--- src/rtl/sts3c_tx_pkg.sv ---
package sts3c_tx_pkg;
   localparam int unsigned FRAME_ROWS = 9;
   localparam logic [7:0] FRAMING_HI = 8'hF6;
   localparam logic [7:0] FRAMING_LO = 8'h28;
   localparam logic [7:0] TRACE_IDLE = 8'h01;
   localparam logic [6:0] SCR_SEED   = 7'h7F;

   typedef struct packed {
      logic       dl_en;
      logic       trace_en;
      logic       a1a2_off;
      logic       b1_off;
      logic [7:0] trace;
      logic [7:0] dl1;
      logic [7:0] dl2;
      logic [7:0] dl3;
      logic [7:0] s1;
   } oh_cfg_t;
endpackage

--- src/rtl/sts3c_frame_ctr.sv ---
module sts3c_frame_ctr #(
   parameter int ROWS = 9,
   parameter int COLS = 270,
   localparam int RW = $clog2(ROWS),
   localparam int CW = $clog2(COLS)
) (
   input  logic          clk,
   input  logic          rst_n,
   output logic [RW-1:0] row_q,
   output logic [CW-1:0] col_q
);
   localparam logic [RW-1:0] LAST_ROW = RW'(ROWS - 1);
   localparam logic [CW-1:0] LAST_COL = CW'(COLS - 1);

   always_ff @(posedge clk) begin
      if (!rst_n) begin
         row_q <= '0;
         col_q <= '0;
      end else if (col_q == LAST_COL) begin
         col_q <= '0;
         row_q <= (row_q == LAST_ROW) ? '0 : row_q + 1'b1;
      end else begin
         col_q <= col_q + 1'b1;
      end
   end
endmodule

--- src/rtl/sts3c_oh_sel.sv ---
module sts3c_oh_sel
   import sts3c_tx_pkg::*;
#(
   parameter int NUM_STS = 3,
   parameter int COLS    = 270,
   localparam int RW     = $clog2(FRAME_ROWS),
   localparam int CW     = $clog2(COLS),
   localparam int OH_COLS = 3 * NUM_STS
) (
   input  logic [RW-1:0] row,
   input  logic [CW-1:0] col,
   input  oh_cfg_t       cfg,
   input  logic [7:0]    b1_val,
   input  logic [7:0]    in_data,
   input  logic          in_valid,
   output logic [7:0]    pre_byte,
   output logic          is_payload
);
   int oh_col;
   int sts;

   always_comb begin
      oh_col     = int'(col) / NUM_STS;
      sts        = int'(col) % NUM_STS;
      is_payload = (int'(col) >= OH_COLS);
      pre_byte   = 8'h00;
      if (is_payload) begin
         pre_byte = in_valid ? in_data : 8'h00;
      end else begin
         case (int'(row))
            0: begin
               case (oh_col)
                  0: pre_byte = cfg.a1a2_off ? 8'h00 : FRAMING_HI;
                  1: pre_byte = cfg.a1a2_off ? 8'h00 : FRAMING_LO;
                  default: begin
                     if (sts == 0) pre_byte = cfg.trace_en ? cfg.trace : TRACE_IDLE;
                     else          pre_byte = 8'(sts + 1);
                  end
               endcase
            end
            1: if (col == '0) pre_byte = cfg.b1_off ? 8'h00 : b1_val;
            2: begin
               if (sts == 0 && cfg.dl_en) begin
                  case (oh_col)
                     0:       pre_byte = cfg.dl1;
                     1:       pre_byte = cfg.dl2;
                     default: pre_byte = cfg.dl3;
                  endcase
               end
            end
            8: if (col == '0) pre_byte = cfg.s1;
            default: pre_byte = 8'h00;
         endcase
      end
   end
endmodule

--- src/rtl/sts3c_frame_scr.sv ---
module sts3c_frame_scr
   import sts3c_tx_pkg::*;
#(
   parameter int BITS = 8
) (
   input  logic            clk,
   input  logic            rst_n,
   input  logic            load,
   input  logic            adv,
   output logic [BITS-1:0] key
);
   logic [6:0] state_q;
   logic [6:0] walk [BITS+1];

   assign walk[0] = load ? SCR_SEED : state_q;

   for (genvar i = 0; i < BITS; i++) begin : g_step
      assign key[BITS-1-i] = walk[i][6];
      assign walk[i+1]     = {walk[i][5:0], walk[i][6] ^ walk[i][5]};
   end

   always_ff @(posedge clk) begin
      if (!rst_n)   state_q <= SCR_SEED;
      else if (adv) state_q <= walk[BITS];
   end
endmodule

--- src/rtl/sts3c_bip8.sv ---
module sts3c_bip8 #(
   parameter int W = 8
) (
   input  logic         clk,
   input  logic         rst_n,
   input  logic         frame_start,
   input  logic [W-1:0] byte_in,
   output logic [W-1:0] parity_q
);
   logic [W-1:0] acc_q;

   always_ff @(posedge clk) begin
      if (!rst_n) begin
         acc_q    <= '0;
         parity_q <= '0;
      end else if (frame_start) begin
         parity_q <= acc_q;
         acc_q    <= byte_in;
      end else begin
         acc_q    <= acc_q ^ byte_in;
      end
   end
endmodule

--- src/rtl/sts3c_oh_tx.sv ---
module sts3c_oh_tx
   import sts3c_tx_pkg::*;
#(
   parameter int NUM_STS      = 3,
   parameter int COLS_PER_STS = 90
) (
   input  logic       clk,
   input  logic       rst_n,
   input  logic [7:0] in_data,
   input  logic       in_valid,
   output logic       in_ready,
   input  logic       cfg_scr_off,
   input  logic       cfg_dl_en,
   input  logic       cfg_trace_en,
   input  logic       cfg_a1a2_off,
   input  logic       cfg_b1_off,
   input  logic       cfg_zero_ins,
   input  logic       cfg_fref_clk,
   input  logic       cfg_fref_pol,
   input  logic [7:0] trace_byte,
   input  logic [7:0] dl_byte1,
   input  logic [7:0] dl_byte2,
   input  logic [7:0] dl_byte3,
   input  logic [7:0] s1_code,
   output logic [7:0] tx_byte,
   output logic       fref_out
);
   localparam int COLS    = NUM_STS * COLS_PER_STS;
   localparam int OH_COLS = 3 * NUM_STS;
   localparam int RW      = $clog2(FRAME_ROWS);
   localparam int CW      = $clog2(COLS);

   if (NUM_STS < 1 || NUM_STS > 250) begin : g_bad_sts
      $error("NUM_STS out of range");
   end
   if (COLS_PER_STS <= 3) begin : g_bad_cols
      $error("COLS_PER_STS must exceed the overhead width");
   end

   logic [RW-1:0] row_q;
   logic [CW-1:0] col_q;
   logic          sof, row0_oh, scr_load;
   logic [7:0]    pre_byte, key, line_byte, b1_val;
   logic          is_payload;
   logic [7:0]    tx_q;
   logic          pulse_q;
   oh_cfg_t       cfg;

   assign cfg = '{dl_en: cfg_dl_en, trace_en: cfg_trace_en, a1a2_off: cfg_a1a2_off,
                  b1_off: cfg_b1_off, trace: trace_byte, dl1: dl_byte1,
                  dl2: dl_byte2, dl3: dl_byte3, s1: s1_code};

   sts3c_frame_ctr #(.ROWS(FRAME_ROWS), .COLS(COLS)) u_ctr (
      .clk(clk), .rst_n(rst_n), .row_q(row_q), .col_q(col_q)
   );

   assign sof      = (row_q == '0) && (col_q == '0);
   assign row0_oh  = (row_q == '0) && (int'(col_q) < OH_COLS);
   assign scr_load = (row_q == '0) && (int'(col_q) == OH_COLS);

   sts3c_oh_sel #(.NUM_STS(NUM_STS), .COLS(COLS)) u_sel (
      .row(row_q), .col(col_q), .cfg(cfg), .b1_val(b1_val),
      .in_data(in_data), .in_valid(in_valid),
      .pre_byte(pre_byte), .is_payload(is_payload)
   );

   sts3c_frame_scr #(.BITS(8)) u_scr (
      .clk(clk), .rst_n(rst_n), .load(scr_load), .adv(!row0_oh), .key(key)
   );

   assign line_byte = (row0_oh || cfg_scr_off) ? pre_byte : (pre_byte ^ key);

   sts3c_bip8 #(.W(8)) u_bip (
      .clk(clk), .rst_n(rst_n), .frame_start(sof), .byte_in(line_byte), .parity_q(b1_val)
   );

   always_ff @(posedge clk) begin
      if (!rst_n) begin
         tx_q    <= 8'h00;
         pulse_q <= 1'b0;
      end else begin
         tx_q    <= cfg_zero_ins ? 8'h00 : line_byte;
         pulse_q <= sof;
      end
   end

   assign in_ready = is_payload;
   assign tx_byte  = tx_q;
   assign fref_out = cfg_fref_clk ? clk : (cfg_fref_pol ? pulse_q : !pulse_q);
endmodule

--- config.mk ---
export PLATFORM = sky130hd
export DESIGN_NAME = sts3c_oh_tx
export DESIGN_NICKNAME = d
export VERILOG_FILES = /design/src/rtl/sts3c_tx_pkg.sv /design/src/rtl/sts3c_frame_ctr.sv /design/src/rtl/sts3c_oh_sel.sv /design/src/rtl/sts3c_frame_scr.sv /design/src/rtl/sts3c_bip8.sv /design/src/rtl/sts3c_oh_tx.sv
export SDC_FILE = /design/constraint.sdc
export NUM_CORES = 1
export LEC_CHECK = 0
export CORE_UTILIZATION = 65
export DETAILED_ROUTE_END_ITERATION = 16
export DONT_BUFFER_PORTS = 1
export PLACE_DENSITY = 0.89
export SYNTH_ARGS = -nofsm -noshare
export SYNTH_HDL_FRONTEND = slang
export SYNTH_SLANG_ARGS = --single-unit
--- constraint.sdc ---
create_clock -name clk -period 8.7 [get_ports clk]
set_clock_uncertainty 0.05 [all_clocks]
set_input_delay 0 -clock clk [delete_from_list [all_inputs] [get_ports clk]]
set_output_delay 0 -clock clk [all_outputs]
set_load 0.005 [all_outputs]
* After elaboration in Yosys (flattened, before gate mapping)
Index checks and enable logic that the tools add are counted.
** Word-level totals
- Flip-flop bits (word level) :: 45
- Input bits :: 59
- Word-level logic and storage cells :: 62
** Operators by class
- Add/subtract/negate cells :: 3
- Divide/modulo/power cells :: 2
- Magnitude comparators :: 2
- Equal/unequal tests :: 6
- Mux-type cells :: 19
- Bitwise operators :: 11
- Reduce and logical (&&, ||, !) cells :: 12
** Operators by type and width (count)
- 2-to-1 mux 8 bit :: 11
- logical NOT 32 bit :: 2
- divider 10 x 3 -> 32 bit, second input constant :: 1
- equality test 32 x 1 -> 1 bit, second input constant :: 1
- modulo 10 x 3 -> 32 bit, second input constant :: 1
- one-hot mux 8 bit (2 select lines) :: 2
- one-hot mux 8 bit (4 select lines) :: 1
- XOR 8 bit :: 2
- adder 9 x 1 -> 9 bit, second input constant :: 1
- equality test 9 x 5 -> 1 bit, second input constant :: 1
- equality test 9 bit, second input constant :: 1
- >= comparator 9 x 4 -> 1 bit, second input constant :: 1
- logical NOT 9 bit :: 1
- < comparator 9 x 4 -> 1 bit, second input constant :: 1
- adder 8 x 2 -> 8 bit, second input constant :: 1
- XOR 1 bit :: 8
- 2-to-1 mux 7 bit :: 1
- 2-to-1 mux 6 bit :: 1
- adder 4 x 1 -> 4 bit, second input constant :: 1
- equality test 4 x 1 -> 1 bit, second input constant :: 1
- equality test 4 x 2 -> 1 bit, second input constant :: 1
- equality test 4 bit, second input constant :: 1
- logical AND 1 bit :: 4
- logical NOT 4 bit :: 1
- other kinds (6) :: 8

* Longest topological paths before layout
- Depth in word-level cells :: 10
- Depth in mapped cells :: 32
- Depth with buffers taken out :: 26

* Cells and area by module
Synthesis repeated with hierarchy kept, for this count alone.
** Unflattened totals
- Cell total of the unflattened synthesis :: 625
- Area, all modules :: 4899.7 µm²
** Modules (own cells, without submodules)
- sts3c_oh_sel :: instances 1, cells each 361, area each 2493.6 µm², sequential area each 0.0 µm²
- sts3c_bip8 :: instances 1, cells each 68, area each 715.7 µm², sequential area each 320.3 µm²
- sts3c_frame_ctr :: instances 1, cells each 75, area each 675.6 µm², sequential area each 260.2 µm²
- sts3c_oh_tx :: instances 1, cells each 68, area each 566.8 µm², sequential area each 180.2 µm²
- sts3c_frame_scr :: instances 1, cells each 53, area each 447.9 µm², sequential area each 140.1 µm²

==> qor.yml <==
slew_headroom_pct: 30.2
num_vias: 5257
ant_nets: 0
critical_path_required_ps: 8990
first_global_vias: 4747
grt_max_degree: 26
crit_fanout: 23
initial_core_util_pct: 68.5
tritoncts: "built"
clock.fmax_mhz: 124
route.detailed.drc: 0
synth-async-reset-ratio_pct: 0
detail_route.wl_per_cell_um: 20.9
antenna_found_initial: 0
stdcell_area_um2: 4990
syn_inst: 641
hpwl_um: 10900
netlist_area_um2: 4760
peakVddDrop_v: 0.000142
synth-edff-count: 0
avgSynthCellArea_um2: 7.42
routed_wirelength_um: 15100
num_rows: 30
finalSetupViolations: 0
die_h_um: 87.6
finalCriticalPeriod_ps: 8050
worst_pin_slew_ps: 1040
final_common_cell: "nand2_1"
drtIter0Drc: 653
core_area_um2: 6940
track_usage_pct: 40.1
hold_class: "input port to register"
fp.dieW_um: 87.6
crit_top_cell: "ha_1"
critical_path_class: "register to register"
ys_warn_count: 0
finalPower_mw: 0.591
cpMaxStageDelayCell: "dlygate4sd3_1"
die_area_um2: 7670
port_buffers: 0
fin_crit_sh_pct: 92.6
synth_seq_cells: 45
yosysSeqAreaShare_pct: 18.9
clkLatencyLatePin_ps: 410
placed_area_um2: 4730
arrival_ps: 8340
synthesis.nets: 713
post-cts-setup-buffers: 0
synth_cell_types: 95
worst_setup_path_start_kind: "register"
p_leak_nw: 1.84
drive_gt1_share_pct: 8.77
syn_to_final_growth_pct: 4.97
dr.pass1.iters: 6
finalHoldViolCount: 0
setup_tns_ps: 0
rsz0062_at_grt: "no"
outcome: "finished clean"
finalMaxSlewViolations: 0
synth_flop_cell: "dfxtp_1"
max_stage_delay_ps: 630
fillerInstances: 561
overflow: 0
crit_buf_inv: 3
antenna_cells: 0
grt_pass1_wl_um: 23900
worstSetupEndpointType: "register"
gp_congestion: 0.991
viasPerCell: 7.27
crit_family: "compound AO/OA/AOI/OAI gates"
fin_nets: 698
whs_ps: 4.28
final_cell_mix: "76 x nand2_1, 58 x nor2_1, 43 x dfxtp_1"
maxCapViolCount: 0
p_per_area_nw_per_um2: 118
clk_pin_slew_worst_paths_ps: 90
io_pins: 69
-- what timing repair did --
action	4_1_cts	5_1_grt
gates resized for setup	0	3
hold buffers	10	0
endpoints found under the hold margin	24	0
setup endpoints to repair	0	2
-- area by class of cell --
type / instances / area [µm²] / share of cell area (%)
clock inverter: 1 / 30.0 / 0.601
inverter: 17 / 63.8 / 1.28
tap: 96 / 120 / 2.40
timing repair buffer: 12 / 115 / 2.30
clock buffer: 10 / 128 / 2.56
sequential: 45 / 903 / 18.1
multi-input combinational: 542 / 3630 / 72.8
-- kinds of logic after synthesis --
group,count (synthesis),share of synthesized area (%)
xor+xnor,35,6.76
buf+inv,54,4.89
fa+ha+maj,13,3.42
compound gates,193,30.5
flops,45,18.9
simple gates,286,32.2
mux,15,3.29
-- synthesized netlist by cell type (5+ instances only) --
cell      count  area, µm²
nand2_1      76        285
nor2_1       58        218
dfxtp_1      45        901
o21ai_0      35        175
a21oi_1      33        165
nand3_1      30        150
clkbuf_1     25       93.8
xnor2_1      20        175
nor3_1       18       90.1
and3_1       17        106
inv_1        14       52.6
xor2_1       14        123
a31oi_1      13       81.3
ha_1         13        163
a22oi_1      11       82.6
nand2b_1     11       68.8
mux2i_1      10        100
o31ai_1       9       67.6
a221o_1       7       70.1
nor3b_1       7       52.6
nor4_1        7       43.8
or3_1         7       43.8
and2_1        6       37.5
buf_2         6       30.0
nand4_1       6       37.5
nor2b_1       6       37.5
o211ai_1      6       45.0
a221oi_1      5       43.8
mux2_2        5       56.3
o21a_1        5       37.5
-- flip-flops by register name (all words and copies together) (netlist names) --
signal / count
pulse_q: 1
u_scr.state_q: 7
u_ctr.col_q: 9
u_ctr.row_q: 4
tx_byte: 8
u_bip.acc_q: 8
u_bip.parity_q: 8
-- final timing paths --
kind                                  startpoint                              to  slack [ps]  depth (start not counted)
setup / recovery       u_ctr.col_q[7]$_SDFF_PP0_       u_bip.acc_q[0]$_SDFF_PN0_         650                         27
hold / removal                        in_data[4]           tx_byte[4]$_SDFF_PP0_           4                          5
setup reg to reg       u_ctr.col_q[7]$_SDFF_PP0_       u_bip.acc_q[0]$_SDFF_PN0_         650                         27
hold reg to reg   u_bip.parity_q[3]$_SDFFE_PN0P_  u_bip.parity_q[3]$_SDFFE_PN0P_         410                          2
-- worst min-delay path, stage by stage --
cell and delay (ps):
nand2_1 70, nand2_1 50, o21ai_0 150, nor3_1 70, nor2_1 90
-- layer usage --
layer | global-route usage, % | wire [µm]
met4 | 21.8 | 712
met1 | 50.0 | 5870
met5 | 0 | 0
met2 | 65.6 | 7020
met3 | 7.73 | 1490
-- metrics by stage --
stage / setup WS [ps] / utilization, % / std cells
floorplan: 2260 / - / 641
global placement: 1350 / 68.1 / 702
detailed placement: 1030 / 68.1 / 702
CTS: 492 / 71.8 / 723
global route: 72.5 / 71.9 / 723
finish: 646 / 71.9 / 723
-- where the power goes --
| part | total, mW | internal [mW] | switching, mW |
|---|---|---|---|
| Clock | 0.202 | 0.124 | 0.0785 |
| Sequential | 0.228 | 0.218 | 0.0107 |
| Combinational | 0.160 | 0.0610 | 0.0990 |
| Total | 0.591 | 0.403 | 0.188 |
(Power assumes the default switching activity.)
